[src/rtl/seg_xlate_pkg.sv]
package seg_xlate_pkg;
  localparam int OFS_W = 14;
  localparam int VA_W  = 32;

  typedef enum logic [1:0] {
    ACC_FETCH = 2'b00,
    ACC_READ  = 2'b01,
    ACC_WRITE = 2'b10,
    ACC_RSVD  = 2'b11
  } acc_kind_e;
endpackage

[src/rtl/seg_table.sv]
module seg_table #(
  parameter int DEPTH = 16,
  parameter int PA_W  = 24,
  localparam int IDX_W = $clog2(DEPTH),
  localparam int OFS_W = seg_xlate_pkg::OFS_W
) (
  input  logic             clk_i,
  input  logic             rst_ni,
  input  logic             we_i,
  input  logic [IDX_W-1:0] wr_idx_i,
  input  logic             wr_valid_i,
  input  logic [PA_W-1:0]  wr_base_i,
  input  logic [OFS_W-1:0] wr_limit_i,
  input  logic             wr_ok_i,
  input  logic [IDX_W-1:0] rd_idx_i,
  output logic             rd_valid_o,
  output logic [PA_W-1:0]  rd_base_o,
  output logic [OFS_W-1:0] rd_limit_o,
  output logic             rd_wr_ok_o
);
  logic [DEPTH-1:0]            valid_q;
  logic [DEPTH-1:0][PA_W-1:0]  base_q;
  logic [DEPTH-1:0][OFS_W-1:0] limit_q;
  logic [DEPTH-1:0]            wr_ok_q;

  for (genvar e = 0; e < DEPTH; e++) begin : g_ent
    always_ff @(posedge clk_i or negedge rst_ni) begin
      if (!rst_ni) begin
        valid_q[e] <= 1'b0;
        base_q[e]  <= '0;
        limit_q[e] <= '0;
        wr_ok_q[e] <= 1'b0;
      end else if (we_i && int'(wr_idx_i) == e) begin
        valid_q[e] <= wr_valid_i;
        base_q[e]  <= wr_base_i;
        limit_q[e] <= wr_limit_i;
        wr_ok_q[e] <= wr_ok_i;
      end
    end
  end

  // out-of-range index reads back as an invalid entry
  logic in_range;
  assign in_range   = int'(rd_idx_i) < DEPTH;
  assign rd_valid_o = in_range && valid_q[rd_idx_i];
  assign rd_base_o  = base_q[rd_idx_i];
  assign rd_limit_o = limit_q[rd_idx_i];
  assign rd_wr_ok_o = wr_ok_q[rd_idx_i];

  p_tbl_write_r9: assert property (@(posedge clk_i) disable iff (!rst_ni)
    we_i |=> (valid_q[$past(wr_idx_i)] == $past(wr_valid_i)) &&
             (base_q[$past(wr_idx_i)] == $past(wr_base_i)));
endmodule

[src/rtl/seg_win_regs.sv]
module seg_win_regs #(
  parameter int IDX_W = 4
) (
  input  logic             clk_i,
  input  logic             rst_ni,
  input  logic             we_i,
  input  logic [1:0]       wr_sel_i,
  input  logic [IDX_W-1:0] wr_idx_i,
  input  logic [1:0]       rd_sel_i,
  output logic [IDX_W-1:0] rd_idx_o
);
  logic [3:0][IDX_W-1:0] win_q;

  for (genvar w = 0; w < 4; w++) begin : g_win
    always_ff @(posedge clk_i or negedge rst_ni) begin
      if (!rst_ni)                          win_q[w] <= '0;
      else if (we_i && wr_sel_i == 2'(w))   win_q[w] <= wr_idx_i;
    end
  end

  assign rd_idx_o = win_q[rd_sel_i];

  p_win_write_r9: assert property (@(posedge clk_i) disable iff (!rst_ni)
    we_i |=> win_q[$past(wr_sel_i)] == $past(wr_idx_i));
endmodule

[src/rtl/seg_check.sv]
module seg_check #(
  parameter int PA_W = 24,
  localparam int OFS_W = seg_xlate_pkg::OFS_W
) (
  input  seg_xlate_pkg::acc_kind_e kind_i,
  input  logic [OFS_W-1:0]         ofs_i,
  input  logic                     ent_valid_i,
  input  logic [PA_W-1:0]          ent_base_i,
  input  logic [OFS_W-1:0]         ent_limit_i,
  input  logic                     ent_wr_ok_i,
  output logic                     fault_o,
  output logic [PA_W-1:0]          paddr_o
);
  import seg_xlate_pkg::*;

  logic over_limit, wr_denied;
  assign over_limit = ofs_i > ent_limit_i;
  assign wr_denied  = (kind_i == ACC_WRITE) && !ent_wr_ok_i;
  assign fault_o    = !ent_valid_i || over_limit || wr_denied;
  assign paddr_o    = ent_base_i + PA_W'(ofs_i);
endmodule

[src/rtl/seg_xlate.sv]
module seg_xlate #(
  parameter int TBL_DEPTH = 16,
  parameter int PA_W      = 24,
  localparam int IDX_W    = $clog2(TBL_DEPTH),
  localparam int OFS_W    = seg_xlate_pkg::OFS_W,
  localparam int VA_W     = seg_xlate_pkg::VA_W,
  localparam int HI_W     = VA_W - OFS_W
) (
  input  logic             clk_i,
  input  logic             rst_ni,
  input  logic             req_valid_i,
  input  logic [VA_W-1:0]  req_vaddr_i,
  input  logic [1:0]       req_kind_i,
  input  logic             req_flat_i,
  input  logic             req_test_i,
  input  logic             win_we_i,
  input  logic [1:0]       win_sel_i,
  input  logic [IDX_W-1:0] win_idx_i,
  input  logic             tbl_we_i,
  input  logic [IDX_W-1:0] tbl_idx_i,
  input  logic             tbl_valid_i,
  input  logic [PA_W-1:0]  tbl_base_i,
  input  logic [OFS_W-1:0] tbl_limit_i,
  input  logic             tbl_wr_ok_i,
  output logic             rsp_valid_o,
  output logic [PA_W-1:0]  rsp_paddr_o,
  output logic             rsp_fault_o
);
  import seg_xlate_pkg::*;

  localparam logic [HI_W-1:0] DEPTH_V = HI_W'(TBL_DEPTH);

  acc_kind_e        kind;
  logic [IDX_W-1:0] win_idx, tbl_idx;
  logic [HI_W-1:0]  flat_hi;
  logic             flat_oob, flat_fetch;
  logic             ent_valid, ent_wr_ok;
  logic [PA_W-1:0]  ent_base, chk_paddr, test_paddr;
  logic [OFS_W-1:0] ent_limit;
  logic             chk_fault, test_fault;
  logic             nxt_fault;
  logic [PA_W-1:0]  nxt_paddr;

  assign kind    = acc_kind_e'(req_kind_i);
  assign flat_hi = req_vaddr_i[VA_W-1:OFS_W];

  seg_win_regs #(.IDX_W(IDX_W)) u_win (
    .clk_i    (clk_i),
    .rst_ni   (rst_ni),
    .we_i     (win_we_i),
    .wr_sel_i (win_sel_i),
    .wr_idx_i (win_idx_i),
    .rd_sel_i (req_vaddr_i[15:14]),
    .rd_idx_o (win_idx)
  );

  assign tbl_idx = req_flat_i ? flat_hi[IDX_W-1:0] : win_idx;

  seg_table #(.DEPTH(TBL_DEPTH), .PA_W(PA_W)) u_tbl (
    .clk_i      (clk_i),
    .rst_ni     (rst_ni),
    .we_i       (tbl_we_i),
    .wr_idx_i   (tbl_idx_i),
    .wr_valid_i (tbl_valid_i),
    .wr_base_i  (tbl_base_i),
    .wr_limit_i (tbl_limit_i),
    .wr_ok_i    (tbl_wr_ok_i),
    .rd_idx_i   (tbl_idx),
    .rd_valid_o (ent_valid),
    .rd_base_o  (ent_base),
    .rd_limit_o (ent_limit),
    .rd_wr_ok_o (ent_wr_ok)
  );

  seg_check #(.PA_W(PA_W)) u_chk (
    .kind_i      (kind),
    .ofs_i       (req_vaddr_i[OFS_W-1:0]),
    .ent_valid_i (ent_valid),
    .ent_base_i  (ent_base),
    .ent_limit_i (ent_limit),
    .ent_wr_ok_i (ent_wr_ok),
    .fault_o     (chk_fault),
    .paddr_o     (chk_paddr)
  );

  // flat-mode specific rejections
  assign flat_oob   = req_flat_i && (flat_hi >= DEPTH_V);
  assign flat_fetch = req_flat_i && (kind == ACC_FETCH);

  // test-mode bypass: bottom 64KiB only
  assign test_fault = |req_vaddr_i[VA_W-1:16];
  assign test_paddr = PA_W'(req_vaddr_i[15:0]);

  always_comb begin
    if (req_test_i) nxt_fault = test_fault;
    else            nxt_fault = flat_oob || flat_fetch || chk_fault;
    if (nxt_fault)       nxt_paddr = '0;
    else if (req_test_i) nxt_paddr = test_paddr;
    else                 nxt_paddr = chk_paddr;
  end

  always_ff @(posedge clk_i or negedge rst_ni) begin
    if (!rst_ni) begin
      rsp_valid_o <= 1'b0;
      rsp_fault_o <= 1'b0;
      rsp_paddr_o <= '0;
    end else begin
      rsp_valid_o <= req_valid_i;
      rsp_fault_o <= req_valid_i && nxt_fault;
      rsp_paddr_o <= req_valid_i ? nxt_paddr : '0;
    end
  end

  p_flat_fetch_r5: assert property (@(posedge clk_i) disable iff (!rst_ni)
    req_valid_i && req_flat_i && !req_test_i && req_kind_i == 2'b00 |=> rsp_fault_o);

  p_flat_oob_r3: assert property (@(posedge clk_i) disable iff (!rst_ni)
    req_valid_i && req_flat_i && !req_test_i && (req_vaddr_i[31:14] >= DEPTH_V) |=> rsp_fault_o);

  p_test_high_r6: assert property (@(posedge clk_i) disable iff (!rst_ni)
    req_valid_i && req_test_i && (req_vaddr_i[31:16] != 16'h0) |=> rsp_fault_o);

  p_test_low_r6: assert property (@(posedge clk_i) disable iff (!rst_ni)
    req_valid_i && req_test_i && (req_vaddr_i[31:16] == 16'h0) |=>
      !rsp_fault_o && rsp_paddr_o == PA_W'($past(req_vaddr_i[15:0])));

  p_latency_r8: assert property (@(posedge clk_i) disable iff (!rst_ni)
    req_valid_i |=> rsp_valid_o);

  p_idle_r8: assert property (@(posedge clk_i) disable iff (!rst_ni)
    !req_valid_i |=> !rsp_valid_o && !rsp_fault_o);

  p_fault_addr_r8: assert property (@(posedge clk_i) disable iff (!rst_ni)
    rsp_fault_o |-> rsp_valid_o && rsp_paddr_o == '0);
endmodule

[config.mk]
export PLATFORM = sky130hd
export DESIGN_NAME = seg_xlate
export DESIGN_NICKNAME = d
export VERILOG_FILES = /design/src/rtl/seg_xlate_pkg.sv /design/src/rtl/seg_table.sv /design/src/rtl/seg_win_regs.sv /design/src/rtl/seg_check.sv /design/src/rtl/seg_xlate.sv
export SDC_FILE = /design/constraint.sdc
export NUM_CORES = 1
export LEC_CHECK = 0
export ABC_CLOCK_PERIOD_IN_PS = 8550
export BUFFER_PORTS_ARGS = -buffer_cell sky130_fd_sc_hd__clkbuf_2
export CORE_ASPECT_RATIO = 0.7
export CORE_UTILIZATION = 60
export CTS_BUF_LIST = sky130_fd_sc_hd__clkbuf_8
export DETAILED_ROUTE_END_ITERATION = 7
export GPL_TIMING_DRIVEN = 0
export HOLD_SLACK_MARGIN = 0.05
export PLACE_DENSITY = 0.78
export SLEW_MARGIN = 5
export SYNTH_ARGS = -nofsm -noshare
export SYNTH_HDL_FRONTEND = slang
export SYNTH_SLANG_ARGS = --single-unit
[constraint.sdc]
create_clock -name clk_i -period 8.55 [get_ports clk_i]
set_clock_uncertainty 0.05 [all_clocks]
set_input_delay 1.2825 -clock clk_i [delete_from_list [all_inputs] [get_ports clk_i]]
set_output_delay 1.2825 -clock clk_i [all_outputs]
set_load 0.01 [all_outputs]
==> results.ini, run 1 <==
[logic_synthesis]
synth_cells = 2284
yosys_warnings = 0
synth_area_leaders = dfrtp_1, mux2_2, mux4_2
synth-seq-area-share = 0.534
synth.top_cell.area_share = 0.534
yosys.area.top_type = dfrtp_1
synth_edf_count = 0
ys_seq_elements = 682
synth-main-ff-cell = dfrtp_1
synthArstFlopShare = 1.00
ys_types = 62
synth_nets = 2404
synth_area_um2 = 31900
synth.avg_cell_area_um2 = 14.0

[routing]
wl_per_cell_um = 26.9
num_vias = 21478
vias_per_cell = 6.57
totalWireLength_mm = 88.1
drc_errors = 0
antenna_left = 0
first_pass_iters = 5
initialDrtViolationCount = 2443

[global_routing]
grt_pass1_vias = 22043
grt_max_degree = 114
grt_pass1_wl_mm = 135
overflow = 0
grt_antenna_before_repair = 2
grt_util_all_layers = 0.335

[pwr]
irDropWorstVdd_uv = 155
switching_share = 0.292
switchingPower_mw = 2.74
combPwrFrac = 0.240
p_clk_frac = 0.300
p_per_area_nw_per_um2 = 263
internal_power_mw = 6.66
p_leak_nw = 15.8
seqPwrFrac = 0.460

[timing]
fin_crit_ns = 7.95
finalHoldViolations = 0
whs_ns = 0.451
maxSlewViolCount = 0
worst_pin_slew_ns = 1.34
grt_setup_unrepaired = false
relSlewSlack = 0.106
fin_tns_setup_ns = 0
fmax_mhz = 126
setup_violations = 0
period_share = 0.929

[setup_path]
rrSetupSlack_ns = 1.08
start_kind = input port
worstReg2RegEnd = rsp_paddr_o[16]
required_ns = 9.11
endpoint_kind = register
critPathMaxFanout = 10
crit_type = in2reg
worstPathArrival_ns = 8.51
worstReg2RegStart = u_win.win_q[5]
worstRegToRegCells = 21

[floorplan]
die-height_um = 195
std_cell_rows = 70
die_w_um = 278
core-area_um2 = 52400
dieArea_um2 = 54200
initial_core_util = 0.610
io_pins = 117

[finish]
multi_input_area_um2 = 14100
syn2layout_area_growth_pct = 11.8
drive_gt1_frac = 0.429
fin_util = 0.682
register_area_um2 = 17100
nets = 2626
fillers = 3627

[cts]
cts.clk_slew.worst_paths_ns = 0.07
cts_resized = 0
clock_path_buffers = 3
h-tree-depth = 3
cts.hold.buffers_added = 0
cts_tree = yes
cts.sinks = 682
clk_latency_ns = 0.73
cts.repair_timing.setup_buffer_count = 0
cts_made_buffers = 101
cts_root_buf = clkbuf_8

[hold_path]
whs_path_depth = 1
min_to = u_tbl.base_q[41]
hp-start = u_tbl.base_q[41]
hold_class = reg2reg

[outcome]
status = completed

[place]
hpwl_mm = 60.6
place.gp.congestion = 0.965
numPortBuffers = 113

[job]
cap_violations = 0

[layout make-up]
type | instances | share of cell area
Clock buffer | 132 | 0.0509
Timing Repair Buffer | 119 | 0.0207
Antenna cell | 1 | 0.0000701
Clock inverter | 50 | 0.00988
Sequential cell | 682 | 0.478
Multi-Input combinational cell | 1412 | 0.394
Buffer | 179 | 0.0217
Inverter | 11 | 0.00116
Tap cell | 684 | 0.0240
[Yosys cell counts (25+ instances only)]
| library cell | instances |
|---|---|
| nand3_1 | 34 |
| buf_1 | 37 |
| mux4_2 | 132 |
| nor2_1 | 47 |
| mux2_2 | 658 |
| and3_1 | 37 |
| mux2i_1 | 26 |
| ha_1 | 28 |
| o21ai_0 | 25 |
| clkbuf_1 | 109 |
| a211oi_1 | 31 |
| dfrtp_1 | 682 |
| nand2_1 | 208 |
[routing by layer]
layer | GRT usage | part of all wire | up-vias
li1 | - | - | 8840
met1 | 0.474 | 0.42 | 11361
met2 | 0.486 | 0.44 | 1047
met3 | 0.103 | 0.10 | 228
met4 | 0.136 | 0.038 | 2
met5 | 0 | 0.00016 | -
[power groups by stage]
| stage | combinational, mW | clock, mW | sequential, mW |
|---|---|---|---|
| final | 2.26 | 2.82 | 4.32 |
| after global routing | 2.42 | 2.98 | 4.40 |
| after CTS | 2.23 | 2.84 | 4.31 |
| after floorplan | 1.63 | 0 | 4.23 |
| after detailed placement | 2.22 | 0 | 4.36 |
| after global placement | 2.12 | 0 | 4.31 |
[cell usage in the layout, fill, tap and decap left out, types with 6 or more instances in the layout]
cell,synthesis,routed
a211oi_1,31,31
a21oi_1,20,20
a22oi_1,6,6
a311oi_1,13,13
a31oi_1,22,22
and2_1,7,7
and3_1,37,37
buf_1,37,37
buf_16,0,6
buf_2,17,17
buf_4,10,10
buf_6,6,6
clkbuf_1,109,109
clkbuf_2,0,112
clkbuf_8,0,133
clkinv_2,0,16
dfrtp_1,682,682
ha_1,28,28
inv_1,9,35
mux2_2,658,658
mux2i_1,26,26
mux4_2,132,132
nand2_1,208,208
nand2b_1,9,9
nand3_1,34,34
nand3b_1,7,7
nand4_1,6,6
nor2_1,47,47
nor3_1,9,9
nor4_1,7,7
o21ai_0,25,25
or4_1,6,6
xnor2_1,7,7
[worst max-delay path by stage]
stage                              endpoint  cells past startpoint  slack [ns]             from
after floorplan             rsp_paddr_o[16]                     25        2.45  req_vaddr_i[15]
after global placement    u_tbl.base_q[346]                      1       -8.93           rst_ni
after detailed placement    rsp_paddr_o[16]                     22        0.13       req_flat_i
after CTS                   rsp_paddr_o[16]                     22        0.90       req_flat_i
after global routing        rsp_paddr_o[14]                     22        0.44       req_flat_i
final                       rsp_paddr_o[16]                     22        0.60       req_flat_i
[logic make-up after synthesis]
family	synth area share
xor+xnor	0.00302
buf+inv	0.0256
mux	0.334
simple gates	0.0572
flops	0.534
compound gates	0.0344
fa+ha+maj	0.0116
[critical path, cell delays in order]
cell and delay [ns]:
clkbuf_2 0.23, inv_2 0.14, and3_1 0.24, nor2_4 0.23, buf_4 0.25, buf_4 0.26, buf_4 0.29, clkbuf_1 0.42
clkbuf_1 0.91, mux4_2 0.42, nand2_1 0.07, a31oi_1 0.54, ha_1 0.39, nor2b_1 0.17, o31ai_1 0.43, a21oi_1 0.19
o2111ai_1 0.36, a31oi_1 0.21, a311oi_1 0.99, nand3b_1 0.22, xnor2_1 0.07, and2_1 0.17
[sequential cells by signal (all words and copies together) (netlist names)]
register / count
rsp_fault_o: 1
rsp_valid_o: 1
rsp_paddr_o: 24
u_tbl.valid_q: 16
u_tbl.base_q: 384
u_win.win_q: 16
u_tbl.wr_ok_q: 16
u_tbl.limit_q: 224
[per-stage QoR]
step	cell area (µm²)	cells	total power, mW	setup slack (ns)
6_report	35700	3270	9.40	0.604
5_1_grt	35700	3270	9.80	0.436
4_1_cts	35700	3269	9.38	0.904
3_5_place_dp	33500	3087	6.58	0.129
3_3_place_gp	33400	3081	6.43	-8.93
2_1_floorplan	31900	2284	5.86	2.45
Power figures use the tool's default switching activity.
==> run 2: changes to the inputs <==
- ABC_CLOCK_PERIOD_IN_PS: 8550 -> 7400
- clock period: 8.55 -> 7.4 ns (I/O delays scaled with it)
==> results.ini, run 2 (synthesis results as in run 1) <==
[cts]
h-tree-depth = 3
cts.repair_timing.setup_buffer_count = 0
cts.clk_slew.worst_paths_ns = 0.07
cts_made_buffers = 101
cts_tree = yes
clk_latency_ns = 0.74
cts_root_buf = clkbuf_8
cts.sinks = 682
cts.hold.buffers_added = 0
cts_resized = 1
clock_path_buffers = 3

[floorplan]
initial_core_util = 0.610
dieArea_um2 = 54200
die-height_um = 195
io_pins = 117
core-area_um2 = 52400
std_cell_rows = 70
die_w_um = 278

[pwr]
power.total_mw = 10.9
switchingPower_mw = 3.17
p_per_area_nw_per_um2 = 304
switching_share = 0.292
seqPwrFrac = 0.460
p_leak_nw = 15.8
irDropWorstVdd_uv = 179
internal_power_mw = 7.69
p_clk_frac = 0.300
combPwrFrac = 0.240

[finish]
finish.cell_count_without_fillers = 3270
nets = 2626
top_register = u_tbl.base_q
layout_common_cells = dfrtp_1, mux2_2, nand2_1
mostFrequentLayoutCell = dfrtp_1
syn2layout_area_growth_pct = 11.9
drive_gt1_frac = 0.431
top_regs = u_tbl.base_q (384), u_tbl.limit_q (224), rsp_paddr_o (24)
fillers = 3618
largest_reg_flops = 384

[setup_path]
worstReg2RegEnd = rsp_paddr_o[3]
endpoint_kind = register
critPathMaxFanout = 10
worstPathArrival_ns = 7.83
required_ns = 7.94
rrSetupSlack_ns = 0.41
cp-startpoint = req_flat_i
start_kind = input port
worstReg2RegStart = u_win.win_q[5]
crit_type = in2reg
worstRegToRegCells = 22

[global_routing]
grt_antenna_before_repair = 2
busiest_layer = met2
grt_use_met1 = 0.474
use_met3 = 0.103
use_met2 = 0.486
grt_pass1_wl_mm = 135
grt_pass1_vias = 22043
overflow = 0
grt_util_all_layers = 0.335
grt_max_degree = 114

[routing]
initialDrtViolationCount = 2359
wl_per_cell_um = 26.9
drc_errors = 0
vias_per_cell = 6.56
antenna_left = 0
num_vias = 21443
first_pass_iters = 5
totalWireLength_mm = 88.0

[job]
cap_violations = 0

[timing]
fmax_mhz = 137
finalHoldViolations = 0
period_share = 0.984
fin_crit_ns = 7.28
relSlewSlack = 0.0881
worst_pin_slew_ns = 1.37
setup_violations = 0
maxSlewViolCount = 0
grt_setup_unrepaired = false

[hold_path]
hold_class = in2async

[place]
place.gp.congestion = 0.965
hpwl_mm = 60.6
numPortBuffers = 113
place_inst = 3087

[outcome]
status = completed

## run 2: metrics by stage
stage	utilization	hold slack [ns]	area (µm²)	setup WS [ns]	setup TNS, ns
finish	0.682	0.443	35700	0.116	0
global route	0.682	0.452	35700	0.0396	0
floorplan	-	0.421	31900	1.47	0
global placement	0.637	0.430	33400	-9.91	-6680.68
CTS	0.682	0.436	35700	0.0533	0
detailed placement	0.640	0.435	33500	-0.848	-12.84
## run 2: per-layer routing
metal | share of wire | wire [µm]
met1 | 0.42 | 36900
met2 | 0.44 | 38700
met3 | 0.10 | 8970
met4 | 0.039 | 3470
met5 | 0.00016 | 14
## run 2: how the worst max path moves through the flow
stage / cells after the start / to
5_1_grt: 25 / rsp_paddr_o[3]
6_report: 23 / rsp_paddr_o[3]
4_1_cts: 22 / rsp_paddr_o[16]
3_3_place_gp: 1 / u_tbl.base_q[346]
2_1_floorplan: 25 / rsp_paddr_o[16]
3_5_place_dp: 22 / rsp_paddr_o[16]
## run 2: critical path, stage by stage
cell and delay, ns:
clkbuf_2 0.23, inv_2 0.14, and3_1 0.24, nor2_4 0.23, buf_4 0.25, buf_4 0.25, buf_4 0.29, clkbuf_1 0.42
clkbuf_1 0.65, mux4_2 0.41, nand2_1 0.08, nand2_1 0.05, o21ai_0 0.45, ha_1 0.35, a21o_1 0.18, a21oi_1 0.14
o21ai_0 0.14, a221oi_1 0.54, nand2_1 0.12, o32ai_1 0.62, o21ai_2 0.31, buf_2 0.29, nor2_1 0.29
## run 2: cell type report
| type | count | area, µm² | area share |
|---|---|---|---|
| clock buffer | 132 | 1820 | 0.0508 |
| inverter | 11 | 41.3 | 0.00116 |
| buffer | 179 | 787 | 0.0220 |
| timing repair buffer | 119 | 739 | 0.0207 |
| antenna | 1 | 2.50 | 0.0000700 |
| clock inverter | 50 | 353 | 0.00987 |
| sequential | 682 | 17100 | 0.478 |
| multi-input combinational | 1412 | 14100 | 0.394 |
| tap | 684 | 856 | 0.0239 |
## run 2: power by group through the flow
| stage | logic (mW) | clock network (mW) | registers, mW |
|---|---|---|---|
| 2_1_floorplan | 1.88 | 0 | 4.88 |
| 3_3_place_gp | 2.44 | 0 | 4.98 |
| 3_5_place_dp | 2.57 | 0 | 5.04 |
| 4_1_cts | 2.58 | 3.29 | 4.98 |
| 5_1_grt | 2.80 | 3.44 | 5.08 |
| 6_report | 2.61 | 3.26 | 5.00 |
